==> src/rtl/rw_arb_pkg.sv <==
// Package: shared types for the read/write start arbiter.
// Assumes: nothing; pure type definitions.
package rw_arb_pkg;
    // Kind of operation started on an edge.
    typedef enum logic [1:0] {
        OP_IDLE  = 2'd0,
        OP_READ  = 2'd1,
        OP_WRITE = 2'd2
    } op_kind_t;
endpackage

==> src/rtl/rw_arb_decide.sv <==
// Module: combinational start decision.
// Does: turns the two requests and the previous operation into the
// operation to start now. A repeat of the previous operation is refused.
// A double request goes to the kind not just started, or to read from idle.
// Assumes: requests are already active-high.
module rw_arb_decide
    import rw_arb_pkg::*;
(
    input  logic     rd_req,
    input  logic     wr_req,
    input  op_kind_t prev_op,
    output op_kind_t next_op
);
    logic rd_ok;
    logic wr_ok;

    // Purpose: legal requests given the previous start.
    always_comb begin
        rd_ok = rd_req && (prev_op != OP_READ);
        wr_ok = wr_req && (prev_op != OP_WRITE);
    end

    // Purpose: pick one operation; read wins whenever both are legal.
    always_comb begin
        if (rd_ok)      next_op = OP_READ;
        else if (wr_ok) next_op = OP_WRITE;
        else            next_op = OP_IDLE;
    end
endmodule

==> src/rtl/rw_arb_addr_reg.sv <==
// Module: address register loaded by a start strobe.
// Does: captures the shared address on a load edge and holds otherwise.
// Assumes: synchronous active-low reset to zero.
module rw_arb_addr_reg #(
    parameter int ADDR_W = 18
) (
    input  logic              clk,
    input  logic              rst_n,
    input  logic              load,
    input  logic [ADDR_W-1:0] d,
    output logic [ADDR_W-1:0] q
);
    // Purpose: hold or capture the address.
    always_ff @(posedge clk) begin
        if (!rst_n)    q <= '0;
        else if (load) q <= d;
    end


    hold_when_idle_chk: assert property (@(posedge clk) disable iff (!rst_n)
        (!load && rst_n) |=> $stable(q));
endmodule

==> src/rtl/rw_start_arbiter.sv <==
// Module: top of the shared-address read/write start arbiter.
// Does: samples active-low selects on each rising edge and registers a
// read-start or write-start strobe. Loads the matching address register
// and remembers the started operation for the next decision.
// Assumes: one start per edge; bursts last two edges downstream.
module rw_start_arbiter
    import rw_arb_pkg::*;
#(
    parameter int ADDR_W = 18
) (
    input  logic              clk,
    input  logic              rst_n,
    input  logic              rd_sel_n,
    input  logic              wr_sel_n,
    input  logic [ADDR_W-1:0] addr,
    output logic              rd_start,
    output logic              wr_start,
    output logic [ADDR_W-1:0] rd_addr,
    output logic [ADDR_W-1:0] wr_addr
);
    localparam int NUM_PORTS = 2;

    op_kind_t prev_op;
    op_kind_t next_op;
    logic [NUM_PORTS-1:0] load_vec;
    logic [NUM_PORTS-1:0][ADDR_W-1:0] addr_q;

    rw_arb_decide u_decide (
        .rd_req  (!rd_sel_n),
        .wr_req  (!wr_sel_n),
        .prev_op (prev_op),
        .next_op (next_op)
    );

    // Purpose: per-port load strobes (index 0 read, 1 write).
    always_comb begin
        load_vec[0] = (next_op == OP_READ);
        load_vec[1] = (next_op == OP_WRITE);
    end

    // Purpose: remember the operation started on this edge.
    always_ff @(posedge clk) begin
        if (!rst_n) prev_op <= OP_IDLE;
        else        prev_op <= next_op;
    end

    // Purpose: registered start strobes.
    always_ff @(posedge clk) begin
        if (!rst_n) begin
            rd_start <= 1'b0;
            wr_start <= 1'b0;
        end else begin
            rd_start <= load_vec[0];
            wr_start <= load_vec[1];
        end
    end

    for (genvar p = 0; p < NUM_PORTS; p++) begin : g_areg
        rw_arb_addr_reg #(.ADDR_W(ADDR_W)) u_areg (
            .clk   (clk),
            .rst_n (rst_n),
            .load  (load_vec[p]),
            .d     (addr),
            .q     (addr_q[p])
        );
    end

    assign rd_addr = addr_q[0];
    assign wr_addr = addr_q[1];


    one_start_chk: assert property (@(posedge clk) disable iff (!rst_n)
        $onehot0({rd_start, wr_start}));

    no_rd_repeat_chk: assert property (@(posedge clk) disable iff (!rst_n)
        rd_start |=> !rd_start);

    no_wr_repeat_chk: assert property (@(posedge clk) disable iff (!rst_n)
        wr_start |=> !wr_start);

    both_after_rd_chk: assert property (@(posedge clk) disable iff (!rst_n)
        (rd_start && !rd_sel_n && !wr_sel_n) |=> wr_start);

    both_after_wr_chk: assert property (@(posedge clk) disable iff (!rst_n)
        (wr_start && !rd_sel_n && !wr_sel_n) |=> rd_start);

    idle_no_start_chk: assert property (@(posedge clk) disable iff (!rst_n)
        (rd_sel_n && wr_sel_n) |=> (!rd_start && !wr_start));

    rd_capture_chk: assert property (@(posedge clk) disable iff (!rst_n)
        rd_start |-> (rd_addr == $past(addr)));
endmodule

==> config.mk <==
export PLATFORM = sky130hd
export DESIGN_NAME = rw_start_arbiter
export DESIGN_NICKNAME = d
export VERILOG_FILES = /design/src/rtl/rw_arb_pkg.sv /design/src/rtl/rw_arb_decide.sv /design/src/rtl/rw_arb_addr_reg.sv /design/src/rtl/rw_start_arbiter.sv
export SDC_FILE = /design/constraint.sdc
export NUM_CORES = 1
export LEC_CHECK = 0
export ABC_AREA = 0
export BUFFER_PORTS_ARGS = -buffer_cell sky130_fd_sc_hd__buf_4
export CAP_MARGIN = 20
export CORE_ASPECT_RATIO = 2
export CORE_MARGIN = 3
export CORE_UTILIZATION = 31
export DETAILED_ROUTE_END_ITERATION = 8
export PLACE_DENSITY_LB_ADDON = 0.15
export SYNTH_ARGS = -nofsm -noshare
export SYNTH_HDL_FRONTEND = slang
export SYNTH_HIERARCHICAL = 1
export SYNTH_SLANG_ARGS = --single-unit
==> constraint.sdc <==
create_clock -name clk -period 2 [get_ports clk]
set_input_delay 0.2 -clock clk [delete_from_list [all_inputs] [get_ports clk]]
set_output_delay 0.2 -clock clk [all_outputs]
set_load 0.1 [all_outputs]
Word-level counts from Yosys, hierarchy flattened. Index checks and enable logic that the tools add are counted.

Mux-type cells: 2. Equality and inequality tests: 4. Reduce and logical (&&, ||, !) cells: 4.

Operators with widths (number): 2-to-1 mux 2 bit (2); == test 2 x 1 -> 1 bit, second input constant (1); == test 2 bit, second input constant (1); logical AND 1 bit (2); zero test 1 bit (2); != test 2 x 1 -> 1 bit, second input constant (1); != test 2 bit, second input constant (1).

Bits of input ports: 22. Flip-flop bits (word level): 40. Word-level logic and storage cells: 15. Output and inout port bits: 38.

Longest topological paths before layout. Gate-level depths: netlist of run 1.

Depth after elaboration: 5. Mapped depth: 8. Gate-level depth less buffers: 6.

Cells and area by module. Netlist of run 1, hierarchy kept.

By module, submodules not included: rw_arb_addr_reg (seq. area each 360.3 µm², area an instance 688.2 µm², cells each 57, times used 2); rw_start_arbiter (seq. area each 80.1 µm², area an instance 131.4 µm², cells each 12, times used 1); rw_arb_decide (seq. area each 0.0 µm², area an instance 37.5 µm², cells each 6, times used 1).

Least setup slack after synthesis of run 1. No wires, ideal clock.

Path kind: register to register. From: register prev_op[1]. To: register g_areg[0].u_areg.q[10]. Period minus slack after synthesis: 1.436 ns. Path slack: 0.564 ns. Arrival: 1.317 ns. Path buffers: 3. Cell stages (with the launch flop): 9. Data required time: 1.880 ns. Library setup time: 0.120 ns. Cells stage by stage: dfxtp_1 > inv_1 > a21boi_0 > buf_4 > nor2b_1 > buf_6 > buf_12 > mux2i_1 > nor2b_1.

Elaborated cells on any way between the ends: 7. Classes of those cells: 3 x eq/ne; 2 x mux; 2 x reduce/logical.

RTL lines: start: declaration (line rw_start_arbiter.sv:23) `op_kind_t prev_op;`; start signal: assignment (line rw_start_arbiter.sv:44) `else prev_op <= next_op;`; != test 2 x 1 -> 1 bit (line rw_arb_decide.sv:19) `rd_ok = rd_req && (prev_op != OP_READ);`; logical AND 1 bit (line rw_arb_decide.sv:19); via u_decide.rd_ok (line rw_arb_decide.sv:14) `logic rd_ok;`; 2-to-1 mux 2 bit (line rw_arb_decide.sv:25) `if (rd_ok) next_op = OP_READ;`; via next_op[0] (line rw_start_arbiter.sv:24) `op_kind_t next_op;`; == test 2 x 1 -> 1 bit (line rw_start_arbiter.sv:37) `load_vec[0] = (next_op == OP_READ);`; via load_vec[0] (line rw_start_arbiter.sv:25) `logic [NUM_PORTS-1:0] load_vec;`; end signal: assignment (line rw_arb_addr_reg.sv:15) `if (!rst_n) q <= '0;`; end signal: assignment (line rw_arb_addr_reg.sv:16) `else if (load) q <= d;`; end: declaration (line rw_arb_addr_reg.sv:11) `output logic [ADDR_W-1:0] q`.

The timed path passes the listed nets, and every way through them passes these cells. A chain may end at the register's enable or synchronous reset.

Worst setup path in the final report of run 1.
From: register prev_op[0]. To: register g_areg[1].u_areg.q[5].

Cells in the longest elaborated chain, start to end: 5. Elaborated cells on any way between the ends: 7. Classes of those cells: 3 x eq/ne; 2 x mux; 2 x reduce/logical.

RTL lines: != test 2 bit (line rw_arb_decide.sv:20) `wr_ok = wr_req && (prev_op != OP_WRITE);`; logical AND 1 bit (line rw_arb_decide.sv:20); 2-to-1 mux 2 bit (line rw_arb_decide.sv:26) `else if (wr_ok) next_op = OP_WRITE;`; 2-to-1 mux 2 bit * (line rw_arb_decide.sv:25); via next_op[1] (line rw_start_arbiter.sv:24); == test 2 bit * (line rw_start_arbiter.sv:38) `load_vec[1] = (next_op == OP_WRITE);`; via load_vec[1] (line rw_start_arbiter.sv:25); end signal: assignment (line rw_arb_addr_reg.sv:15); end signal: assignment (line rw_arb_addr_reg.sv:16); end: declaration (line rw_arb_addr_reg.sv:11).

Mark *: on every way through the listed nets, which the timed path passes. The rest lies on a longest branch.

==> summary.md, run 1 <==
| Metric | Value |
|---|---|
| Net Count, Synth | `about 150` |
| Main synth FF type | `dfxtp_1` |
| Leak pwr | `slightly above 0.9 nW` |
| Die area | `between 0.005 and 0.006 mm²` |
| Root buffer cell | `clkbuf_8` |
| Status | `finished clean` |
| Multi-input gate area | `roughly 660 µm²` |
| Critical Path End Type | `flop` |
| Vias in the first global route | `~1200` |
| R2R depth | `6` |
| Biggest area consumer among synthesized cells | `dfxtp_1` |
| Least-Margin Pin Slew | `0.299 ns` |
| # fillers | `between 400 and 500` |
| Synth unique cells | `15` |
| PwrDens | `just over 900 mW/mm²` |
| DRC | `0` |
| Drt total wl | `3.17 mm` |
| # clock sinks | `40` |
| Synth top cells by count | `dfxtp_1 (40), nor2b_1 (38), mux2i_1 (36)` |
| Post-synthesis cell count | `around 130` |
| Post-CTS setup buffer count | `0` |
| Max Freq | `665 MHz` |
| Register Area | `801 µm²` |
| Post-DP HPWL | `2.42 mm` |
| Vias | `1120` |
| Mean Syn Cell Area | `between 10 and 15 µm²` |
| Crit-path slowest cell | `dfxtp_1` |
| Routed len/inst | `roughly 13 µm` |
| Buffers on Ports | `59` |
| Fin Clk Skew | `0.00973 ns` |
| Chip height | `106 µm` |
| Final Cycle Share | `around three quarters` |
| Max transition margin | `80.1%` |
| Crit Path Category | `reg -> reg` |
| Via density per instance | `4.46` |
| Clk slew on worst S/H paths | `0.08 ns` |
| Largest net degree at the start of global routing | `41` |
| P&R area growth vs syn | `35.9%` |
| Worst hold path depth | `3` |
| Min Hold Slack | `0.187 ns` |
| DRT Pass-1 Iters | `2` |
| CTS resizes | `0` |
| Yosys top cell area share | `51.8%` |
| Slowest Stage Delay on Critical Path | `0.33 ns` |
| Min cycle time layout | `1.50 ns` |
| Antenna violations before repair | `0` |
| First-pass GRT wire length | `5.53 mm` |
| H-tree levels | `2` |
| Max_cap viols | `0` |
| Clk_lat worst skew | `0.28 ns` |
| Min-delay worst type | `in -> reg` |
| Setup violators final | `0` |
| Core Region | `0.00473 mm²` |
| Final-report hold violation count | `0` |
| Crit path DAT | `1.68 ns` |
| Mapped Area | `0.00155 mm²` |
| CP max FO | `10` |
| Layout Nets | `218` |
| Pre-CTS setup slack | `a little under 0.5 ns` |
| Fin cells | `approximately 250` |
| GPL Wtd Cong | `0.655` |
| Ant. Diodes | `0` |
| Asr flop ratio synth | `0%` |
| Layout cells sized above 1 | `between 30% and 40%` |
| Hold Buf Count CTS | `0` |
| Num rows | `35` |
| Top post-synthesis cells by area | `dfxtp_1 (52%), mux2i_1 (23%), nor2b_1 (15%), buf_12 (2.6%), buf_6 (1.5%)` |
| GRT Util Overall | `11.8%` |
| Max clock buf depth | `2` |
| Sequential-to-total area share from yosys stat | `51.8%` |
| Req. time, crit path | `~2.2 ns` |
| Peak supply drop | `between 0.0006 and 0.0007 V` |
| Total negative slack | `0 ns` |
| RSZ-0062 raised after global routing | `false` |
| CTS Buf Count | `5` |
| Chip Width | `55.9 µm` |
| Slew Viols, Final | `0` |
| Top-count cell post-synth | `dfxtp_1` |
| #FFs+latches synth | `40` |
| Cell count after placement | `244` |
| Initial Util | `~33%` |
| Post-route ant nets | `0` |
| IO Count | `60` |
| Initial DRC Count | `11` |
| CTS tree | `yes` |
| Final worst slack | `0.496 ns` |
| EDFF count, synth | `0` |
| CP Cell Sequence | `a21boi_1, o21a_1, nor2b_2, buf_4, mux2i_1, nor2b_1` |
| GRT overflow | `0` |
| Setup crit start kind | `flop` |
| Ys Warns | `6` |
[layout by cell type (no fill, tap or decap)]
master and n:
and2_2 1, inv_1 3, a21boi_1 1, a21boi_0 1, nor2b_2 2, clkbuf_1 1, buf_4 64, nor2_1 1
clkinv_2 1, nor2b_1 36, mux2i_1 36, and3b_1 2, and2_1 1, dfxtp_1 40, clkbuf_8 5, o21a_1 1
[worst paths after layout]
path | endpoint | slack [ns] | start
worst max-delay path | g_areg[1].u_areg/q[5]$_SDFFE_PN0P_ | 0.50 | prev_op[0]$_SDFF_PN0_
worst min-delay path | g_areg[0].u_areg/q[0]$_SDFFE_PN0P_ | 0.19 | addr[0]
worst max register to register | g_areg[1].u_areg/q[5]$_SDFFE_PN0P_ | 0.50 | prev_op[0]$_SDFF_PN0_
worst min register to register | g_areg[1].u_areg/q[10]$_SDFFE_PN0P_ | 0.52 | g_areg[1].u_areg/q[10]$_SDFFE_PN0P_
[logic make-up (layout without fill, tap and decap cells)]
logic type / Yosys count / count (layout) / synth area share [%]
AOI/OAI and AO/OA: 3 / 3 / 1.46
muxes: 36 / 36 / 23.3
and+or+nand+nor: 43 / 43 / 17.7
DFF: 40 / 40 / 51.8
buffers and inverters: 10 / 74 / 5.75
[state kept, by name, indices dropped and copies added (netlist names)]
register         flops
g_areg.u_areg/q     36
prev_op              2
rd_start             1
wr_start             1
[area by class of cell]
type / instances / area share (%)
sequential: 40 / 38.1
clock buffer: 6 / 3.46
multi-input combinational: 82 / 31.5
tap: 55 / 3.28
inverter: 3 / 0.536
timing repair buffer: 64 / 22.9
clock inverter: 1 / 0.238
[power by group]
part	switching, mW	total (mW)	internal [mW]
logic	0.399	0.553	0.154
registers	0.0226	0.864	0.841
clock network	0.248	0.485	0.237
total	0.670	1.90	1.23
[routing by layer]
metal	track usage [%]	vias up	share of wire (%)
met4	5.60	0	2.1
met1	11.2	512	36
met2	22.5	47	54
met3	3.19	5	7.6
li1	-	556	-
met5	0	-	0
[critical path: cells and delay by family (launching register included)]
| kind | cells | cell delay, ns |
|---|---|---|
| flops | 1 | 0.33 |
| simple gates | 2 | 0.25 |
| buf+inv | 1 | 0.23 |
| compound gates | 2 | 0.37 |
| mux | 1 | 0.22 |
[metrics by stage]
| stage | area, µm² | power, mW | util (%) |
|---|---|---|---|
| CTS | 2100 | 1.94 | 44.4 |
| detailed placement | 2020 | 1.44 | 42.8 |
| global route | 2100 | 1.99 | 44.4 |
| floorplan | 1550 | 1.32 | - |
| finish | 2100 | 1.90 | 44.4 |
| global placement | 2020 | 1.43 | 42.8 |
No activity file was read; power rests on OpenSTA's default activity.
==> run 2, diff against run 1 <==
--- a/config.mk
+++ b/config.mk
@@ -5,7 +5,7 @@
 export SDC_FILE = /design/constraint.sdc
 export NUM_CORES = 1
 export LEC_CHECK = 0
-export ABC_AREA = 0
+export ABC_AREA = 1
 export BUFFER_PORTS_ARGS = -buffer_cell sky130_fd_sc_hd__buf_4
 export CAP_MARGIN = 20
 export CORE_ASPECT_RATIO = 2
==> constraint.sdc (replaced) <==
create_clock -name clk -period 1.35 [get_ports clk]
set_input_delay 0.135 -clock clk [delete_from_list [all_inputs] [get_ports clk]]
set_output_delay 0.135 -clock clk [all_outputs]
set_load 0.1 [all_outputs]
==> run 2 against run 1 <==
Final area grew 8.9%; hold slack got worse by 0.042 ns; total power up 68%; clock power increased by 53%; critical endpoint is now g_areg[1].u_areg/q[17]$_SDFFE_PN0P_; utilization shrank 0.30 points; sequential share of layout area fell by 2.9 points; flip-flop and latch count stayed put; combinational power grew 110%; final cell count up 48%; largest power group unchanged; fmax increased by 16%; synthesized cell count grew 91%.
==> summary.md, run 2 <==
| Metric | Value |
|---|---|
| Status | `finished clean` |
| Die area | `0.00638 mm² (+7.8%)` |
| Fin cells | `372 (+48%)` |
| Layout cells sized above 1 | `28.3% (-8.9 points)` |
| Critical Path End Type | `flop` |
| Hold Buf Count CTS | `0 (unchanged)` |
| Post-DP HPWL | `3.07 mm (+27%)` |
| Num rows | `37 (+5.7%)` |
| Crit path DAT | `1.48 ns (-0.20 ns)` |
| Req. time, crit path | `1.54 ns (-0.63 ns)` |
| DRT Pass-1 Iters | `4 (+2)` |
| Buffers on Ports | `59 (unchanged)` |
| Crit Path Category | `reg -> reg` |
| Drt total wl | `4.23 mm (+33%)` |
| Top post-synthesis cells by area | `dfxtp_1 (48%), nor2_1 (17%), nand2_1 (17%), inv_1 (10%), buf_6 (5.4%)` |
| CTS Buf Count | `5 (unchanged)` |
| Least-Margin Pin Slew | `0.415 ns (+0.116 ns)` |
| Top-count cell post-synth | `nor2_1` |
| Most frequent cells in the layout | `nor2_1 (74), nand2_1 (70), buf_4 (63)` |
| # clock sinks | `40 (unchanged)` |
| GRT Util Overall | `13.8% (+2.0 points)` |
| Post-synthesis cell count | `252 (+91%)` |
| Core Region | `0.00518 mm² (+9.6%)` |
| Clk_lat worst skew | `0.29 ns (about the same)` |
| Routed len/inst | `11.4 µm (-10%)` |
| Mean Syn Cell Area | `6.65 µm² (-43%)` |
| Min-delay worst type | `in -> reg` |
| Max_cap viols | `0 (unchanged)` |
| Chip Width | `58 µm (+3.7%)` |
| Total negative slack | `0 ns (unchanged)` |
| Antenna violations before repair | `0 (unchanged)` |
| Sequential-to-total area share from yosys stat | `47.8% (-4.1 points)` |
| DRC | `0 (unchanged)` |
| Yosys top cell area share | `47.8% (-4.1 points)` |
| GPL Wtd Cong | `0.739 (+13%)` |
| GRT overflow | `0 (unchanged)` |
| Max FFs per register | `36 (unchanged)` |
| Mapped Area | `0.00168 mm² (+8.5%)` |
| Main synth FF type | `dfxtp_1` |
| Vias in the first global route | `1509 (+26%)` |
| Layout Nets | `336 (+54%)` |
| Asr flop ratio synth | `0% (unchanged)` |
| Min cycle time layout | `1.30 ns (-0.208 ns)` |
| Vias | `1593 (+42%)` |
| PwrDens | `1400 mW/mm² (+55%)` |
| Synth top cells by count | `nor2_1 (77), nand2_1 (76), inv_1 (45)` |
| Final instance area | `0.00229 mm² (+8.9%)` |
| Setup violators final | `0 (unchanged)` |
| Max Freq | `772 MHz (+16%)` |
| Root buffer cell | `clkbuf_8` |
| Final Cycle Share | `95.9% (+21 points)` |
| Initial DRC Count | `53 (+42)` |
| Most common cell after layout, fill and taps aside | `nor2_1` |
| Final-report hold violation count | `0 (unchanged)` |
| Post-route ant nets | `0 (unchanged)` |
| First-pass GRT wire length | `6.59 mm (+19%)` |
| Max clock buf depth | `2 (unchanged)` |
| Max transition margin | `72.4% (-7.7 points)` |
| Leak pwr | `1.27 nW (+38%)` |
| Fin Clk Skew | `0.00501 ns (-0.00472 ns)` |
| Placed inst area | `0.00212 mm² (+4.8%)` |
| Setup crit start kind | `flop` |
| IO Count | `60 (unchanged)` |
| Ant. Diodes | `0 (unchanged)` |
| Via density per instance | `4.28 (-4.0%)` |
| H-tree levels | `2 (unchanged)` |
| Pwr Total | `3.20 mW (+68%)` |
| Largest Register | `g_areg.u_areg/q` |
| RSZ-0062 raised after global routing | `true` |
| Ys Warns | `6 (unchanged)` |
| CTS tree | `yes` |
| Initial Util | `32.3% (-0.34 points)` |
| Chip height | `110 µm (+3.9%)` |
| #FFs+latches synth | `40 (unchanged)` |
| Net Count, Synth | `274 (+78%)` |
| P&R area growth vs syn | `36.3%` |
| Clk slew on worst S/H paths | `0.07 ns (about the same)` |
| Slew Viols, Final | `0 (unchanged)` |
| Cell count after placement | `361 (+48%)` |
| Largest net degree at the start of global routing | `39 (-4.9%)` |
| Synth unique cells | `7 (-8)` |
| Biggest area consumer among synthesized cells | `dfxtp_1` |
| CP max FO | `5 (-5)` |
| Peak supply drop | `0.000729 V (+8.7%)` |
| EDFF count, synth | `0 (unchanged)` |
| Largest regs | `g_areg.u_areg/q: 36 flops, prev_op: 2 flops` |
==> run 2: cell types whose count changed after synthesis, moves of 2 or more <==
cell / delta
buf_6: +6
nand2_1: +76
nor2b_1: -38
clkbuf_1: -2
and3b_1: -2
inv_1: +42
buf_12: -2
nor2_1: +76
buf_4: +4
mux2i_1: -36
==> run 2: kinds of logic (layout without fill, tap and decap cells) <==
kind of cell	after synthesis	after routing	synth area share, %
and+or+nand+nor	153	153	34.3
buffers and inverters	58	120	17.7
DFF	40	40	47.8
AOI/OAI and AO/OA	1	1	0.298
==> run 2: through the flow <==
stage / hold WS (ns) / util [%] / setup slack [ns]
5_1_grt: 0.160 / 44.1 / -0.0625
2_1_floorplan: 0.251 / - / 0.0938
6_report: 0.145 / 44.1 / 0.0548
3_3_place_gp: 0.434 / 40.9 / 0.0413
4_1_cts: 0.143 / 42.5 / -0.00139
3_5_place_dp: 0.446 / 40.9 / 0.0158
==> run 2: repair_timing <==
action | CTS | global route
pin swaps | 0 | 2
buffers inserted | 0 | 1
setup endpoints to repair | 2 | 36
resized for setup | 2 | 24
gates cloned | 0 | 3
==> run 2: worst paths after layout <==
check                                                          from                                  end  slack, ns  cells past startpoint
worst min register to register  g_areg[0].u_areg/q[12]$_SDFFE_PN0P_  g_areg[0].u_areg/q[12]$_SDFFE_PN0P_       0.47                      2
worst max register to register                prev_op[0]$_SDFF_PN0_  g_areg[1].u_areg/q[17]$_SDFFE_PN0P_       0.05                     10
worst min-delay path                                       addr[11]  g_areg[1].u_areg/q[11]$_SDFFE_PN0P_       0.15                      5
worst max-delay path                          prev_op[0]$_SDFF_PN0_  g_areg[1].u_areg/q[17]$_SDFFE_PN0P_       0.05                     10
==> run 2: routing by layer <==
metal  routed length [µm]  GRT usage [%]  vias up
met3                  286           3.50        7
met2                 2360           26.4       44
met4                   83           6.47        0
met1                 1500           13.2      714
met5                    0              0        -
li1                     -              -      828
==> run 2: power by group <==
| group | total [mW] | switching [mW] | internal, mW |
|---|---|---|---|
| Clock | 0.740 | 0.389 | 0.351 |
| Sequential | 1.32 | 0.0497 | 1.27 |
| Combinational | 1.14 | 0.868 | 0.272 |
| Total | 3.20 | 1.31 | 1.89 |
==> run 2: cell type report <==
type                            instances  area [µm²]
Clock buffer                            6        72.6
Inverter                               45         169
Timing Repair Buffer                   68         538
Tap cell                               58        72.6
Fill cell                             592        2900
Multi-Input combinational cell        154         623
Clock inverter                          1        5.00
Sequential cell                        40         806
==> run 2: critical path: stages, from the launching register on <==
cell and delay, ns:
dfxtp_4 0.37, inv_2 0.04, nand2_2 0.04, nand2_2 0.06
nor2_4 0.12, inv_2 0.06, nor2_4 0.20, buf_4 0.17
nand2_1 0.05, nand2_1 0.05, nor2_1 0.04
==> run 3, diff against run 2 <==
--- a/config.mk
+++ b/config.mk
@@ -11,8 +11,10 @@
 export CORE_ASPECT_RATIO = 2
 export CORE_MARGIN = 3
 export CORE_UTILIZATION = 31
+export CTS_BUF_LIST = sky130_fd_sc_hd__clkbuf_4 sky130_fd_sc_hd__clkbuf_8
 export DETAILED_ROUTE_END_ITERATION = 8
 export PLACE_DENSITY_LB_ADDON = 0.15
+export REMOVE_ABC_BUFFERS = 1
 export SYNTH_ARGS = -nofsm -noshare
 export SYNTH_HDL_FRONTEND = slang
 export SYNTH_HIERARCHICAL = 1
==> run 3 against run 2 <==
Die area stayed put; hold slack worse by 0.0016 ns; worst setup slack gained 0.0055 ns; sequential power about the same; final area is 0.11% higher; routed wire length fell by 10%; largest power group unchanged; highest routed layer unchanged.
==> summary.md, run 3 (synthesis gave the netlist of run 2 again) <==
| Metric | Value |
|---|---|
| Status | `finished clean` |
| GPL Wtd Cong | `0.688 (-7.0%)` |
| Antenna violations before repair | `0 (unchanged)` |
| Drt total wl | `3.79 mm (-10%)` |
| Largest Register | `g_areg.u_areg/q` |
| IO Count | `60 (unchanged)` |
| Crit path DAT | `1.47 ns (about the same)` |
| Largest net degree at the start of global routing | `39 (unchanged)` |
| Leak pwr | `1.28 nW (+0.75%)` |
| Routed wl met2 | `2.08 mm (-12%)` |
| Max transition margin | `73.4% (+1.1 points)` |
| Buffers on Ports | `59 (unchanged)` |
| GRT Util Overall | `12.5% (-1.2 points)` |
| Total negative slack | `0 ns (unchanged)` |
| Clk slew on worst S/H paths | `0.08 ns (about the same)` |
| P&R area growth vs syn | `36.5%` |
| Max FFs per register | `36 (unchanged)` |
| Clk_lat worst skew | `0.28 ns (about the same)` |
| Clk network pwr share | `25.8% (+2.7 points)` |
| # clock sinks | `40 (unchanged)` |
| CTS tree | `yes` |
| Reg2Reg Capture Point | `g_areg[0].u_areg/q[11]$_SDFFE_PN0P_` |
| Switching share of power | `39.5% (-1.3 points)` |
| Core Region | `0.00518 mm² (unchanged)` |
| Num rows | `37 (unchanged)` |
| Internal | `1.99 mW (+5.3%)` |
| Seq pwr share | `40.1% (-1.2 points)` |
| Min-delay worst type | `in -> reg` |
| Crit path from | `prev_op[1]$_SDFF_PN0_` |
| Most frequent cells in the layout | `nor2_1 (74), nand2_1 (73), buf_4 (66)` |
| Worst hold path depth | `5 (unchanged)` |
| First-pass GRT wire length | `6.14 mm (-6.8%)` |
| Chip height | `110 µm (unchanged)` |
| Slew Viols, Final | `0 (unchanged)` |
| Fin Clk Skew | `0.00424 ns (-0.000765 ns)` |
| Root buffer cell | `clkbuf_8` |
| Largest regs | `g_areg.u_areg/q: 36 flops, prev_op: 2 flops` |
| Layout Nets | `337 (+0.30%)` |
| Post-DP HPWL | `2.68 mm (-13%)` |
| Least-Margin Pin Slew | `0.399 ns (-0.0158 ns)` |
| CTS Buf Count | `5 (unchanged)` |
| Via density per instance | `4.07 (-4.9%)` |
| R2r startpoint | `prev_op[1]$_SDFF_PN0_` |
| Critical Path End Type | `flop` |
| DRC | `0 (unchanged)` |
| DRT Pass-1 Iters | `3 (-1)` |
| Hold endpoint | `g_areg[1].u_areg/q[1]$_SDFFE_PN0P_` |
| Wire length on met1 | `1.47 mm (-1.8%)` |
| Vias | `1519 (-4.6%)` |
| R2R depth | `8 (-2)` |
| Min cycle time layout | `1.29 ns (-0.00555 ns)` |
| Post-CTS setup buffer count | `0 (unchanged)` |
| RSZ-0062 raised after global routing | `true` |
| PwrDens | `1440 mW/mm² (+2.9%)` |
| Initial DRC Count | `32 (-40%)` |
| Setup violators final | `0 (unchanged)` |
| Req. time, crit path | `1.53 ns (about the same)` |
| CP max FO | `13 (+8)` |
| Max Freq | `775 MHz (+0.43%)` |
| Switching Power | `1.30 mW (-0.19%)` |
| Crit Path Category | `reg -> reg` |
| Max clock buf depth | `2 (unchanged)` |
| Peak supply drop | `0.000675 V (-7.4%)` |
| H-tree levels | `2 (unchanged)` |
| Final-report hold violation count | `0 (unchanged)` |
| Combinational share of power | `34.1% (-1.5 points)` |
| Pwr Total | `3.30 mW (+3.1%)` |
| Max_cap viols | `0 (unchanged)` |
| Die area | `0.00638 mm² (unchanged)` |
| Vias in the first global route | `1376 (-8.8%)` |
| Layout cells sized above 1 | `27.0% (-1.4 points)` |
| Most common cell after layout, fill and taps aside | `nor2_1` |
| Final Cycle Share | `95.5% (-0.41 points)` |
| Ant. Diodes | `0 (unchanged)` |
| Routed wl met3 | `194 µm (-32%)` |
| Post-route ant nets | `0 (unchanged)` |
| Chip Width | `58 µm (unchanged)` |
| Setup crit start kind | `flop` |
| GRT overflow | `0 (unchanged)` |
| Routed len/inst | `10.2 µm (-11%)` |
| Flop-to-flop setup slack | `0.06 ns (about the same)` |
| Initial Util | `32.3% (unchanged)` |
| Min-delay src | `addr[1]` |
| Top Metal Used | `met4` |
[run 3: cell count changes in the layout (fill, tap and decap cells not counted), sizes merged]
| cell | before | now |
|---|---|---|
| buf | 68 | 69 |
| clkbuf | 6 | 7 |
| clkinv | 1 | 0 |
[run 3: worst max-delay path, stage by stage (launching register included)]
cell and delay (ns):
dfxtp_1 0.33, inv_1 0.07, a21oi_4 0.19, nor2_4 0.07, nor2_2 0.15, buf_4 0.22, nand2_1 0.07, nand2_1 0.05
nor2_1 0.04
[run 3: power by group through the flow]
stage / sequential (mW) / combinational [mW] / clock, mW
after floorplan: 1.97 / 0.203 / 0
after global routing: 1.33 / 1.20 / 0.939
final: 1.32 / 1.12 / 0.852
after detailed placement: 1.35 / 1.11 / 0
after CTS: 1.32 / 1.12 / 0.892
after global placement: 1.35 / 1.11 / 0
[run 3: worst max path at each step]
stage / end / slack (ns)
after floorplan: g_areg[0].u_areg/q[0]$_SDFFE_PN0P_ / -0.85
after global placement: g_areg[1].u_areg/q[3]$_SDFFE_PN0P_ / -0.04
after detailed placement: g_areg[1].u_areg/q[3]$_SDFFE_PN0P_ / -0.05
after CTS: g_areg[1].u_areg/q[5]$_SDFFE_PN0P_ / 0.008
after global routing: g_areg[0].u_areg/q[6]$_SDFFE_PN0P_ / -0.07
final: g_areg[0].u_areg/q[11]$_SDFFE_PN0P_ / 0.06
[run 3: per-stage QoR]
| stage | utilization [%] | area (µm²) | hold WS, ns | std cells | setup WS (ns) |
|---|---|---|---|---|---|
| 2_1_floorplan | - | 1550 | 0.251 | 239 | -0.847 |
| 3_3_place_gp | 41.2 | 2140 | 0.430 | 365 | -0.0424 |
| 5_1_grt | 44.1 | 2290 | 0.139 | 373 | -0.0706 |
| 6_report | 44.1 | 2290 | 0.144 | 373 | 0.0604 |
| 3_5_place_dp | 41.2 | 2140 | 0.434 | 365 | -0.0457 |
| 4_1_cts | 43.4 | 2250 | 0.133 | 372 | 0.00820 |
[run 3: metal layers]
| metal | vias to the layer above | global-route usage, % |
|---|---|---|
| met1 | 654 | 13.2 |
| met3 | 2 | 3.03 |
| met5 | - | 0 |
| li1 | 831 | - |
| met4 | 0 | 4.98 |
| met2 | 32 | 23.1 |
[run 3: repair_timing]
action                                  CTS  global route
resized for setup                         4            12
endpoints found under the setup margin   36            36
pin swaps                                 0             1
gates cloned                              0             1
hold buffers                              0             0
[run 3: cell type report]
class	instances	area (µm²)
multi-input cells	154	616
fillers	601	2900
inverters	45	169
clock buffers	7	96.3
well taps	58	72.6
repair buffers	69	533
flip-flops and latches	40	802
